[config.mk]
export PLATFORM = sky130hd
export DESIGN_NAME = bike_light_ctrl
export DESIGN_NICKNAME = d
export VERILOG_FILES = /design/src/rtl/bike_light_pkg.sv /design/src/rtl/btn_sync.sv /design/src/rtl/press_detect.sv /design/src/rtl/mode_fsm.sv /design/src/rtl/blink_divider.sv /design/src/rtl/bike_light_ctrl.sv
export SDC_FILE = /design/constraint.sdc
export NUM_CORES = 1
export LEC_CHECK = 0
export BUFFER_PORTS_ARGS = -buffer_cell sky130_fd_sc_hd__buf_2
export CELL_PAD_IN_SITES_DETAIL_PLACEMENT = 1
export CELL_PAD_IN_SITES_GLOBAL_PLACEMENT = 1
export CORE_ASPECT_RATIO = 1.4
export CORE_MARGIN = 2
export CORE_UTILIZATION = 46
export CTS_BUF_LIST = sky130_fd_sc_hd__clkbuf_16
export CTS_CLUSTER_SIZE = 40
export DETAILED_ROUTE_END_ITERATION = 10
export PLACE_DENSITY = 0.8
export SYNTH_ARGS = -nofsm -noshare
export SYNTH_HDL_FRONTEND = slang
export SYNTH_SLANG_ARGS = --single-unit
[constraint.sdc]
create_clock -name clk -period 1.98 [get_ports clk]
set_input_delay 0.198 -clock clk [delete_from_list [all_inputs] [get_ports clk]]
set_output_delay 0.198 -clock clk [all_outputs]
set_load 0.05 [all_outputs]
[src/rtl/bike_light_pkg.sv]
package bike_light_pkg;
  typedef enum logic [1:0] {
    MODE_DARK_A = 2'b00,
    MODE_STEADY = 2'b01,
    MODE_DARK_B = 2'b10,
    MODE_BLINK  = 2'b11
  } light_mode_t;

  function automatic light_mode_t step_mode(input light_mode_t cur);
    return light_mode_t'(cur + 2'd1);
  endfunction
endpackage

[src/rtl/btn_sync.sv]
module btn_sync #(
  parameter int STAGES = 2
) (
  input  logic clk,
  input  logic rst,
  input  logic din,
  output logic dout
);
  logic [STAGES-1:0] chain_q;

  always_ff @(posedge clk) begin
    if (rst) chain_q <= '0;
    else     chain_q <= {chain_q[STAGES-2:0], din};
  end

  assign dout = chain_q[STAGES-1];
endmodule

[src/rtl/press_detect.sv]
module press_detect (
  input  logic clk,
  input  logic rst,
  input  logic level,
  output logic pulse
);
  logic level_d;

  always_ff @(posedge clk) begin
    if (rst) level_d <= 1'b0;
    else     level_d <= level;
  end

  assign pulse = level & ~level_d;
endmodule

[src/rtl/mode_fsm.sv]
module mode_fsm
  import bike_light_pkg::*;
(
  input  logic        clk,
  input  logic        rst,
  input  logic        advance,
  output light_mode_t mode,
  output logic        enter_blink
);
  always_ff @(posedge clk) begin
    if (rst)          mode <= MODE_DARK_A;
    else if (advance) mode <= step_mode(mode);
  end

  assign enter_blink = advance && (mode == MODE_DARK_B);
endmodule

[src/rtl/blink_divider.sv]
module blink_divider #(
  parameter int HALF_CYC = 4
) (
  input  logic clk,
  input  logic rst,
  input  logic restart,
  output logic phase
);
  localparam int CW = (HALF_CYC > 2) ? $clog2(HALF_CYC) : 1;
  localparam logic [CW-1:0] LAST = CW'(HALF_CYC - 1);

  logic [CW-1:0] cnt_q;

  always_ff @(posedge clk) begin
    if (rst) begin
      cnt_q <= '0;
      phase <= 1'b0;
    end else if (restart) begin
      cnt_q <= '0;
      phase <= 1'b1;
    end else if (cnt_q == LAST) begin
      cnt_q <= '0;
      phase <= ~phase;
    end else begin
      cnt_q <= cnt_q + 1'b1;
    end
  end
endmodule

[src/rtl/bike_light_ctrl.sv]
module bike_light_ctrl
  import bike_light_pkg::*;
#(
  parameter int CLK_HZ      = 50_000_000,
  parameter int BLINK_HZ    = 3,
  parameter int SYNC_STAGES = 2
) (
  input  logic clk,
  input  logic rst,
  input  logic btn_raw,
  output logic led_en
);
  localparam int HALF_RAW = CLK_HZ / (2 * BLINK_HZ);
  localparam int HALF_CYC = (HALF_RAW < 2) ? 2 : HALF_RAW;

  logic        btn_s;
  logic        press_pulse;
  logic        enter_blink;
  logic        blink_phase;
  light_mode_t mode_q;

  btn_sync #(.STAGES(SYNC_STAGES)) u_sync (
    .clk(clk), .rst(rst), .din(btn_raw), .dout(btn_s)
  );

  press_detect u_edge (
    .clk(clk), .rst(rst), .level(btn_s), .pulse(press_pulse)
  );

  mode_fsm u_fsm (
    .clk(clk), .rst(rst), .advance(press_pulse),
    .mode(mode_q), .enter_blink(enter_blink)
  );

  blink_divider #(.HALF_CYC(HALF_CYC)) u_div (
    .clk(clk), .rst(rst), .restart(enter_blink), .phase(blink_phase)
  );

  // Low code bit marks the lit modes; high bit gates in the blink phase.
  always_ff @(posedge clk) begin
    if (rst) led_en <= 1'b0;
    else     led_en <= mode_q[0] & (~mode_q[1] | blink_phase);
  end
endmodule

# Yosys cells after proc, flatten, opt, wreduce, memory -nomap -nowiden
# Index checks and enable logic that the tools add are counted.
totals:
  regBits: 30
  word_cells: 21
  input_bits: 3
classes:
  add_sub_neg: 2
  n_bitwise: 6
  n_reduce_logical: 3
  muxes: 2
  n_eq_ne: 2
op_table:
  columns: ["operator", "n"]
  rows:
  - ["23-bit by 1-bit adder with 23-bit output, second input constant", 1]
  - ["23-bit == test, second input constant", 1]
  - ["1-bit NOT", 3]
  - ["3-bit OR reduction", 1]
  - ["2-bit by 1-bit adder with 2-bit output, second input constant", 1]
  - ["1-bit AND", 2]
  - ["2-bit == test, second input constant", 1]
  - ["1-bit two-way mux", 2]
  - ["2-bit nonzero test", 1]
  - ["1-bit logical AND", 1]
  - ["1-bit OR", 1]

# Logic depth before layout (Yosys ltp)
# Gate-level depths: netlist (run 1).
depth:
  word_depth: 4
  ltp_mapped: 7
  ltp_nobuf: 6

# Modules after synthesis
# Synthesis (run 1) repeated with hierarchy kept, for this count alone.
hier_totals:
  hier_cells: 147
  hier_area_um2: 1371.3
by_module_without_submodules:
  columns: ["module", "cells_per_inst", "n_inst", "area_each_um2"]
  rows:
  - ["blink_divider", 128, 1, 1137.3]
  - ["mode_fsm", 9, 1, 87.6]
  - ["btn_sync", 4, 1, 52.6]
  - ["press_detect", 3, 1, 47.5]
  - ["bike_light_ctrl", 3, 1, 46.3]

# Least setup slack after synthesis (run 1)
# No wires, ideal clock.
synth_path:
  path_kind: "register -> register"
  start: "register u_div.cnt_q[2]"
  end: "register u_div.cnt_q[21]"
  path_buffers: 1
  slack_ns: 0.379
  arrival_ns: 1.531
  setup_ns: 0.070
  t_required_ns: 1.910
  path_stages_with_launch: 6
  path_cell_list: "dfxtp_1 nand4_4 or2_1 buf_6 or4_1 a21oi_1"
synth_between:
  elab_chain_len: 2
  word_cells_on_any_way: 3
  classes_between: "add/sub (1); eq/ne (1); reduce/logical (1)"
synth_rtl:
  columns: ["item", "line", "rtl"]
  rows:
  - ["from (decl)", "blink_divider.sv:12", "logic [CW-1:0] cnt_q;"]
  - ["from (signal assigned)", "blink_divider.sv:25", "cnt_q <= cnt_q + 1'b1;"]
  - ["parallel branches: the longest is 2 deep, another holds 23-bit by 1-bit adder with 23-bit output", null, null]
# Several ways; the timed one is not identified.
# A chain may end at the register's enable or synchronous reset.

# Worst setup path after layout (run 1)
layout_path:
  start: "register u_div.cnt_q[3]"
  end: "register u_div.cnt_q[21]"
# The elaborated chain is that of the path after synthesis.

==> impl_metrics.xml, run 1 <==
<?xml version="1.0" encoding="UTF-8"?>
<metrics>
  <group name="run_status">
    <metric name="outcome" unit="">finished clean</metric>
  </group>
  <group name="worst_setup_path">
    <metric name="worst_setup_path_start_kind" unit="">flip-flop</metric>
    <metric name="worst-setup-path-type" unit="">flip-flop to flip-flop</metric>
    <metric name="timing.critical_path.fanout_max" unit="">9</metric>
    <metric name="worstPathArrival" unit="ns">1.95</metric>
    <metric name="reg2reg_from" unit="">u_div.cnt_q[3]</metric>
    <metric name="worst-r2r-setup-slack" unit="ns">0.23</metric>
    <metric name="worst_setup_path_end_kind" unit="">flip-flop</metric>
    <metric name="worst_ep_required_time" unit="ns">2.19</metric>
    <metric name="worst_r2r_endpoint" unit="">u_div.cnt_q[21]</metric>
    <metric name="crit_end" unit="">u_div.cnt_q[21]</metric>
    <metric name="worst_r2r_path_depth" unit="">4</metric>
    <metric name="setup.worst_path.start" unit="">u_div.cnt_q[3]</metric>
  </group>
  <group name="power">
    <metric name="totalPowerFinal" unit="mW">1.395</metric>
    <metric name="worst_ir_drop_vdd" unit="mV">0.6080</metric>
    <metric name="cellPowerDensity" unit="nW/µm²">901.8</metric>
    <metric name="p_leak" unit="nW">0.4961</metric>
  </group>
  <group name="final_layout">
    <metric name="num-fill-cells" unit="">342</metric>
    <metric name="antenna-diode-count" unit="">0</metric>
    <metric name="areaGrowthSynthToFinish" unit="%">13.29</metric>
    <metric name="layout.area.seq" unit="µm²">600.6</metric>
    <metric name="multi_input_area" unit="µm²">701.9</metric>
    <metric name="post_route_cells_drive_above_1_share" unit="%">9.434</metric>
    <metric name="finish.net_count" unit="">164</metric>
    <metric name="finalNonFillerCells" unit="">196</metric>
  </group>
  <group name="place">
    <metric name="buffers_on_ports" unit="">3</metric>
    <metric name="dp_hpwl" unit="mm">2.048</metric>
    <metric name="dp_worst_setup_slack" unit="ns">0.2581</metric>
    <metric name="globalplace.congestion" unit="">0.8224</metric>
    <metric name="placed_cells" unit="">188</metric>
  </group>
  <group name="yosys">
    <metric name="yosysSeqAreaShare" unit="%">44.00</metric>
    <metric name="yosys_most_used_dff" unit="">sky130_fd_sc_hd__dfxtp_1</metric>
    <metric name="synth.avg_cell_area" unit="µm²">8.981</metric>
    <metric name="netlist.area_leader.share" unit="%">44.00</metric>
    <metric name="synth_cell_types" unit="">31</metric>
    <metric name="yosys-top-cells-area" unit="">sky130_fd_sc_hd__dfxtp_1 (44%), sky130_fd_sc_hd__xnor2_1 (5.8%), sky130_fd_sc_hd__nor2_1 (4.9%)</metric>
    <metric name="synth_enable_flop_cells" unit="">0</metric>
    <metric name="postSynthCellCount" unit="">152</metric>
    <metric name="synth-seq-cells" unit="">30</metric>
    <metric name="ys.warnings.count" unit="">0</metric>
    <metric name="synth.net_count" unit="">158</metric>
    <metric name="synth_async_sr_flop_share" unit="%">0</metric>
    <metric name="area_of_the_mapped_netlist" unit="µm²">1365</metric>
    <metric name="yosysTopAreaCell" unit="">sky130_fd_sc_hd__dfxtp_1</metric>
  </group>
  <group name="global_route">
    <metric name="first_pass_grt_wire_length" unit="mm">5.223</metric>
    <metric name="grt_pass1_vias" unit="">1155</metric>
    <metric name="grt_use_total" unit="%">20.59</metric>
    <metric name="overflow" unit="">0</metric>
    <metric name="pin_count_of_the_biggest_net_entering_global_routing" unit="">24</metric>
    <metric name="grt_antenna_before_repair" unit="">0</metric>
  </group>
  <group name="floorplanning">
    <metric name="die-height" unit="µm">68.46</metric>
    <metric name="start_util" unit="%">47.91</metric>
    <metric name="core_region_area" unit="µm²">2849</metric>
    <metric name="floorplan.io_pins" unit="">4</metric>
    <metric name="placementRows" unit="">23</metric>
    <metric name="design.die.area" unit="µm²">3425</metric>
    <metric name="x_dimension_of_the_die" unit="µm">50.04</metric>
  </group>
  <group name="detailed_routing">
    <metric name="detailedRoute.firstIterationViolations" unit="">25</metric>
    <metric name="detail_route.drc_violations" unit="">0</metric>
    <metric name="via_count" unit="">1123</metric>
    <metric name="avgRoutedWirePerCell" unit="µm">14.70</metric>
    <metric name="vias_per_instance" unit="">5.730</metric>
    <metric name="wl" unit="mm">2.882</metric>
    <metric name="postRouteAntennaNets" unit="">0</metric>
    <metric name="detail_route.first_pass.iterations" unit="">4</metric>
  </group>
  <group name="clocking">
    <metric name="tritoncts_num_sinks" unit="">30</metric>
    <metric name="postCtsHoldBufs" unit="">0</metric>
    <metric name="numCtsBuffers" unit="">5</metric>
    <metric name="cts.clk_slew.worst_paths" unit="ns">0.05</metric>
    <metric name="clock_path_buffers" unit="">2</metric>
    <metric name="cts_tree" unit="">yes</metric>
    <metric name="cts_setup_buffers" unit="">0</metric>
    <metric name="post_cts.resized_instances" unit="">0</metric>
    <metric name="cts.htree.levels" unit="">2</metric>
    <metric name="clock-root-buffer" unit="">sky130_fd_sc_hd__clkbuf_16</metric>
    <metric name="clock_insertion_delay_worst_skew" unit="ns">0.28</metric>
  </group>
  <group name="run">
    <metric name="maxCapViolations" unit="">0</metric>
  </group>
  <group name="timing">
    <metric name="period_share" unit="%">88.17</metric>
    <metric name="worst_slew_pin_slew" unit="ns">0.3636</metric>
    <metric name="fin_setup_tns" unit="ns">0</metric>
    <metric name="setup_viol" unit="">0</metric>
    <metric name="max_clock_freq" unit="MHz">572.8</metric>
    <metric name="clock_skew" unit="ns">0.006645</metric>
    <metric name="finalMaxSlewViolations" unit="">0</metric>
    <metric name="slew-limit-headroom" unit="%">75.71</metric>
    <metric name="period_minus_slack" unit="ns">1.746</metric>
    <metric name="final_number_of_hold_violating_endpoints" unit="">0</metric>
    <metric name="post-route-worst-setup-slack" unit="ns">0.2341</metric>
    <metric name="grt_setup_unrepaired" unit="">false</metric>
  </group>
  <group name="worst_hold_path">
    <metric name="worstHoldPathType" unit="">input port to flip-flop</metric>
  </group>
</metrics>
-- how the worst min path moves through the flow --
stage | startpoint | endpoint | cells after the start | slack (ns)
after floorplan | rst | u_div.phase | 1 | 0.27
after global placement | btn_raw | u_sync.chain_q[0] | 2 | 0.41
after detailed placement | btn_raw | u_sync.chain_q[0] | 2 | 0.47
after CTS | btn_raw | u_sync.chain_q[0] | 2 | 0.17
after global routing | btn_raw | u_sync.chain_q[0] | 2 | 0.19
final | btn_raw | u_sync.chain_q[0] | 2 | 0.17
-- per-stage QoR --
step / instance area, µm² / hold slack [ns] / utilization, %
after floorplan: 1365 / 0.2674 / -
after global placement: 1405 / 0.4107 / 49.32
after detailed placement: 1405 / 0.4658 / 49.32
after CTS: 1546 / 0.1746 / 54.28
after global routing: 1546 / 0.1927 / 54.28
final: 1546 / 0.1674 / 54.28
-- final cells by class --
cell class,instances,area share [%]
flip-flops and latches,30,38.84
clock buffers,5,8.091
clock inverters,3,1.052
repair buffers,5,1.942
multi-input cells,109,45.39
inverters,7,1.699
well taps,37,2.994
-- cells in the mapped netlist (2+ instances only) --
library cell               count
sky130_fd_sc_hd__o31ai_1       8
sky130_fd_sc_hd__a21oi_1      10
sky130_fd_sc_hd__xnor2_1       9
sky130_fd_sc_hd__buf_2         4
sky130_fd_sc_hd__nand2_1       9
sky130_fd_sc_hd__nor2_1       18
sky130_fd_sc_hd__ha_1          3
sky130_fd_sc_hd__and4_1        2
sky130_fd_sc_hd__or3_1         2
sky130_fd_sc_hd__o21ai_0       2
sky130_fd_sc_hd__nand3_1       7
sky130_fd_sc_hd__nor2b_1       4
sky130_fd_sc_hd__nor4_1        4
sky130_fd_sc_hd__nor4b_1       2
sky130_fd_sc_hd__nand4_1       5
sky130_fd_sc_hd__a211oi_1      2
sky130_fd_sc_hd__inv_1         7
sky130_fd_sc_hd__xor2_1        4
sky130_fd_sc_hd__nor4bb_1      2
sky130_fd_sc_hd__dfxtp_1      30
sky130_fd_sc_hd__or4_1         8
-- power by group --
| group | total (mW) | leakage (nW) | internal [mW] | switching [mW] |
|---|---|---|---|---|
| combinational | 0.0453 | 0.186 | 0.0178 | 0.0276 |
| clock | 0.722 | 0.0672 | 0.457 | 0.265 |
| sequential | 0.627 | 0.243 | 0.616 | 0.0110 |
-- cells in the final DEF (no fill, tap or decap), types with 2 or more instances in the layout --
cell	n
sky130_fd_sc_hd__nor4b_1	2
sky130_fd_sc_hd__nor4bb_1	2
sky130_fd_sc_hd__nand4_1	5
sky130_fd_sc_hd__a21oi_1	10
sky130_fd_sc_hd__o31ai_1	8
sky130_fd_sc_hd__nor4_1	4
sky130_fd_sc_hd__o21ai_0	2
sky130_fd_sc_hd__a211oi_1	2
sky130_fd_sc_hd__nor2_1	18
sky130_fd_sc_hd__buf_4	2
sky130_fd_sc_hd__xnor2_1	9
sky130_fd_sc_hd__and4_1	2
sky130_fd_sc_hd__nand3_1	7
sky130_fd_sc_hd__nor2b_1	4
sky130_fd_sc_hd__or3_1	2
sky130_fd_sc_hd__or4_1	8
sky130_fd_sc_hd__nand2_1	9
sky130_fd_sc_hd__xor2_1	4
sky130_fd_sc_hd__dfxtp_1	30
sky130_fd_sc_hd__inv_1	7
sky130_fd_sc_hd__clkbuf_16	5
sky130_fd_sc_hd__buf_2	3
sky130_fd_sc_hd__ha_1	3
-- critical path, cell delays in order, from the launching register on --
cell                      delay (ns)
sky130_fd_sc_hd__dfxtp_1        0.46
sky130_fd_sc_hd__nand3_1        0.21
sky130_fd_sc_hd__or2_1          0.37
sky130_fd_sc_hd__or4_1          0.50
sky130_fd_sc_hd__a21oi_1        0.14
-- registers in the layout, summed over array words and instances, names as in the netlist --
signal and flops:
u_fsm.mode 2, u_div.cnt_q 23, led_en 1, u_div.phase 1, u_sync.chain_q 2, u_edge.level_d 1
-- metal layers --
metal | global-route usage [%] | part of all wire [%]
met4 | 9.375 | 2.1
met5 | 0 | 0
met2 | 38.82 | 54
met1 | 20.35 | 41
met3 | 6.550 | 2.4
-- cell families after synthesis --
logic type	share of synthesized area (%)
flip-flops	44.00
XOR/XNOR	8.341
adder cells (fa/ha/maj)	2.750
buffers and inverters	4.583
AO/OA/AOI/OAI	10.72
AND/OR/NAND/NOR	29.61
(Power assumes the default switching activity.)
==> run 2: changes to the inputs <==
--- a/config.mk
+++ b/config.mk
@@ -15,6 +15,7 @@
 export CTS_CLUSTER_SIZE = 40
 export DETAILED_ROUTE_END_ITERATION = 10
 export PLACE_DENSITY = 0.8
+export RECOVER_POWER = 100
 export SYNTH_ARGS = -nofsm -noshare
 export SYNTH_HDL_FRONTEND = slang
 export SYNTH_SLANG_ARGS = --single-unit
==> run 2 against run 1 <==
Routed wire length up 0.14%. Utilization is 0.088 points lower. Combinational power down 1%. Via count unchanged. Sequential share of layout area increased by 0.063 points. Total power hardly changed. First-iteration DRC count rose by 8.0%. Cell count unchanged. Flip-flop and latch count unchanged. Critical path type unchanged.
==> impl_metrics.xml, run 2 (synthesis gave the netlist of run 1 again) <==
<?xml version="1.0" encoding="UTF-8"?>
<metrics>
  <group name="place">
    <metric name="dp_hpwl" unit="mm">2.048</metric>
    <metric name="buffers_on_ports" unit="">3</metric>
    <metric name="globalplace.congestion" unit="">0.8224</metric>
    <metric name="placedInstanceArea" unit="µm²">1405</metric>
  </group>
  <group name="worst_setup_path">
    <metric name="worst_ep_required_time" unit="ns">2.14</metric>
    <metric name="timing.critical_path.fanout_max" unit="">23</metric>
    <metric name="worstPathArrival" unit="ns">1.92</metric>
    <metric name="worst_setup_path_end_kind" unit="">flip-flop</metric>
    <metric name="worst-setup-path-type" unit="">flip-flop to flip-flop</metric>
    <metric name="worst-r2r-setup-slack" unit="ns">0.22</metric>
    <metric name="worst_setup_path_start_kind" unit="">flip-flop</metric>
  </group>
  <group name="timing">
    <metric name="finalMaxSlewViolations" unit="">0</metric>
    <metric name="period_minus_slack" unit="ns">1.760</metric>
    <metric name="final.hold.worst_slack" unit="ns">0.1673</metric>
    <metric name="fin_setup_tns" unit="ns">0</metric>
    <metric name="grt_setup_unrepaired" unit="">false</metric>
    <metric name="setup_viol" unit="">0</metric>
    <metric name="final_number_of_hold_violating_endpoints" unit="">0</metric>
    <metric name="period_share" unit="%">88.91</metric>
    <metric name="slew-limit-headroom" unit="%">61.08</metric>
    <metric name="max_clock_freq" unit="MHz">568.1</metric>
    <metric name="clock_skew" unit="ns">0.006651</metric>
    <metric name="worst_slew_pin_slew" unit="ns">0.5863</metric>
  </group>
  <group name="worst_hold_path">
    <metric name="worstHoldPathType" unit="">input port to flip-flop</metric>
  </group>
  <group name="clocking">
    <metric name="clock-root-buffer" unit="">sky130_fd_sc_hd__clkbuf_16</metric>
    <metric name="cts_tree" unit="">yes</metric>
    <metric name="clock_insertion_delay_worst_skew" unit="ns">0.28</metric>
    <metric name="postCtsHoldBufs" unit="">0</metric>
    <metric name="numCtsBuffers" unit="">5</metric>
    <metric name="tritoncts_num_sinks" unit="">30</metric>
    <metric name="post_cts.resized_instances" unit="">0</metric>
    <metric name="cts_setup_buffers" unit="">0</metric>
    <metric name="cts.htree.levels" unit="">2</metric>
    <metric name="cts.clk_slew.worst_paths" unit="ns">0.05</metric>
    <metric name="clock_path_buffers" unit="">2</metric>
  </group>
  <group name="floorplanning">
    <metric name="floorplan.io_pins" unit="">4</metric>
    <metric name="core_region_area" unit="µm²">2849</metric>
    <metric name="start_util" unit="%">47.91</metric>
    <metric name="design.die.area" unit="µm²">3425</metric>
    <metric name="placementRows" unit="">23</metric>
    <metric name="die-height" unit="µm">68.46</metric>
    <metric name="x_dimension_of_the_die" unit="µm">50.04</metric>
  </group>
  <group name="final_layout">
    <metric name="finalCoreUtilization" unit="%">54.19</metric>
    <metric name="final_common_cell" unit="">sky130_fd_sc_hd__dfxtp_1</metric>
    <metric name="post_route_cells_drive_above_1_share" unit="%">8.176</metric>
    <metric name="areaGrowthSynthToFinish" unit="%">13.11</metric>
    <metric name="layout_top_registers" unit="">u_div.cnt_q: 23 flops, u_fsm.mode: 2 flops, u_sync.chain_q: 2 flops</metric>
    <metric name="layout.cells.most_common_list" unit="">sky130_fd_sc_hd__dfxtp_1 (30), sky130_fd_sc_hd__nor2_1 (18), sky130_fd_sc_hd__a21oi_1 (10)</metric>
    <metric name="finish.instance_area" unit="µm²">1544</metric>
    <metric name="registers.top_by_ff_count" unit="">u_div.cnt_q</metric>
    <metric name="finish.net_count" unit="">164</metric>
    <metric name="max_ffs_per_register" unit="">23</metric>
    <metric name="num-fill-cells" unit="">343</metric>
    <metric name="antenna-diode-count" unit="">0</metric>
  </group>
  <group name="detailed_routing">
    <metric name="detailedRoute.firstIterationViolations" unit="">27</metric>
    <metric name="vias_per_instance" unit="">5.730</metric>
    <metric name="wl" unit="mm">2.886</metric>
    <metric name="postRouteAntennaNets" unit="">0</metric>
    <metric name="detail_route.first_pass.iterations" unit="">4</metric>
    <metric name="avgRoutedWirePerCell" unit="µm">14.72</metric>
    <metric name="detail_route.drc_violations" unit="">0</metric>
    <metric name="via_count" unit="">1123</metric>
  </group>
  <group name="power">
    <metric name="worst_ir_drop_vdd" unit="mV">0.6079</metric>
    <metric name="cellPowerDensity" unit="nW/µm²">902.9</metric>
    <metric name="totalPowerFinal" unit="mW">1.394</metric>
    <metric name="p_leak" unit="nW">0.4889</metric>
  </group>
  <group name="global_route">
    <metric name="pin_count_of_the_biggest_net_entering_global_routing" unit="">24</metric>
    <metric name="grt_pass1_vias" unit="">1155</metric>
    <metric name="grt_use_total" unit="%">20.59</metric>
    <metric name="first_pass_grt_wire_length" unit="mm">5.223</metric>
    <metric name="grt_antenna_before_repair" unit="">0</metric>
    <metric name="overflow" unit="">0</metric>
  </group>
  <group name="run_status">
    <metric name="outcome" unit="">finished clean</metric>
  </group>
  <group name="run">
    <metric name="maxCapViolations" unit="">0</metric>
  </group>
</metrics>
[run 2: changes by cell type in the layout (fill, tap and decap cells not counted), sizes merged]
| cell | change |
|---|---|
| buf | -3 |
| clkbuf | +3 |
[run 2: final timing paths]
check	cells past startpoint	startpoint	endpoint
max	5	u_div.cnt_q[4]	u_div.cnt_q[3]
min	2	btn_raw	u_sync.chain_q[0]
max reg2reg	5	u_div.cnt_q[4]	u_div.cnt_q[3]
min reg2reg	1	u_sync.chain_q[0]	u_sync.chain_q[1]
[run 2: critical path: stages, from the launching register on]
cell                       delay [ns]
sky130_fd_sc_hd__dfxtp_1         0.47
sky130_fd_sc_hd__nor4bb_1        0.36
sky130_fd_sc_hd__nand4_1         0.21
sky130_fd_sc_hd__o21ai_1         0.18
sky130_fd_sc_hd__clkbuf_4        0.32
sky130_fd_sc_hd__nor2_1          0.09
[run 2: area by class of cell]
cell class	count	area (µm²)	share of cell area, %
multi-input cells	109	701.9	45.46
flip-flops and latches	30	600.6	38.90
clock buffers	5	125.1	8.104
well taps	37	46.29	2.998
repair buffers	5	27.53	1.783
inverters	7	26.28	1.702
clock inverters	3	16.27	1.053
[run 2: metal layers]
metal	global-route usage, %	vias to the layer above	part of all wire (%)
li1	-	558	-
met1	20.35	552	41
met2	38.82	7	54
met3	6.550	6	2.4
met4	9.375	0	2.1
met5	0	-	0
[run 2: report_power, final]
part	switching (mW)	total (mW)	internal [mW]	leakage, nW
logic	0.0276	0.0447	0.0171	0.179
clock network	0.265	0.722	0.457	0.0672
registers	0.0110	0.627	0.616	0.243
[run 2: through the flow]
stage / worst slack, ns / cells
2_1_floorplan: 0.3790 / 152
3_3_place_gp: 0.3234 / 188
3_5_place_dp: 0.2581 / 188
4_1_cts: 0.2431 / 196
5_1_grt: 0.03221 / 196
6_report: 0.2197 / 196
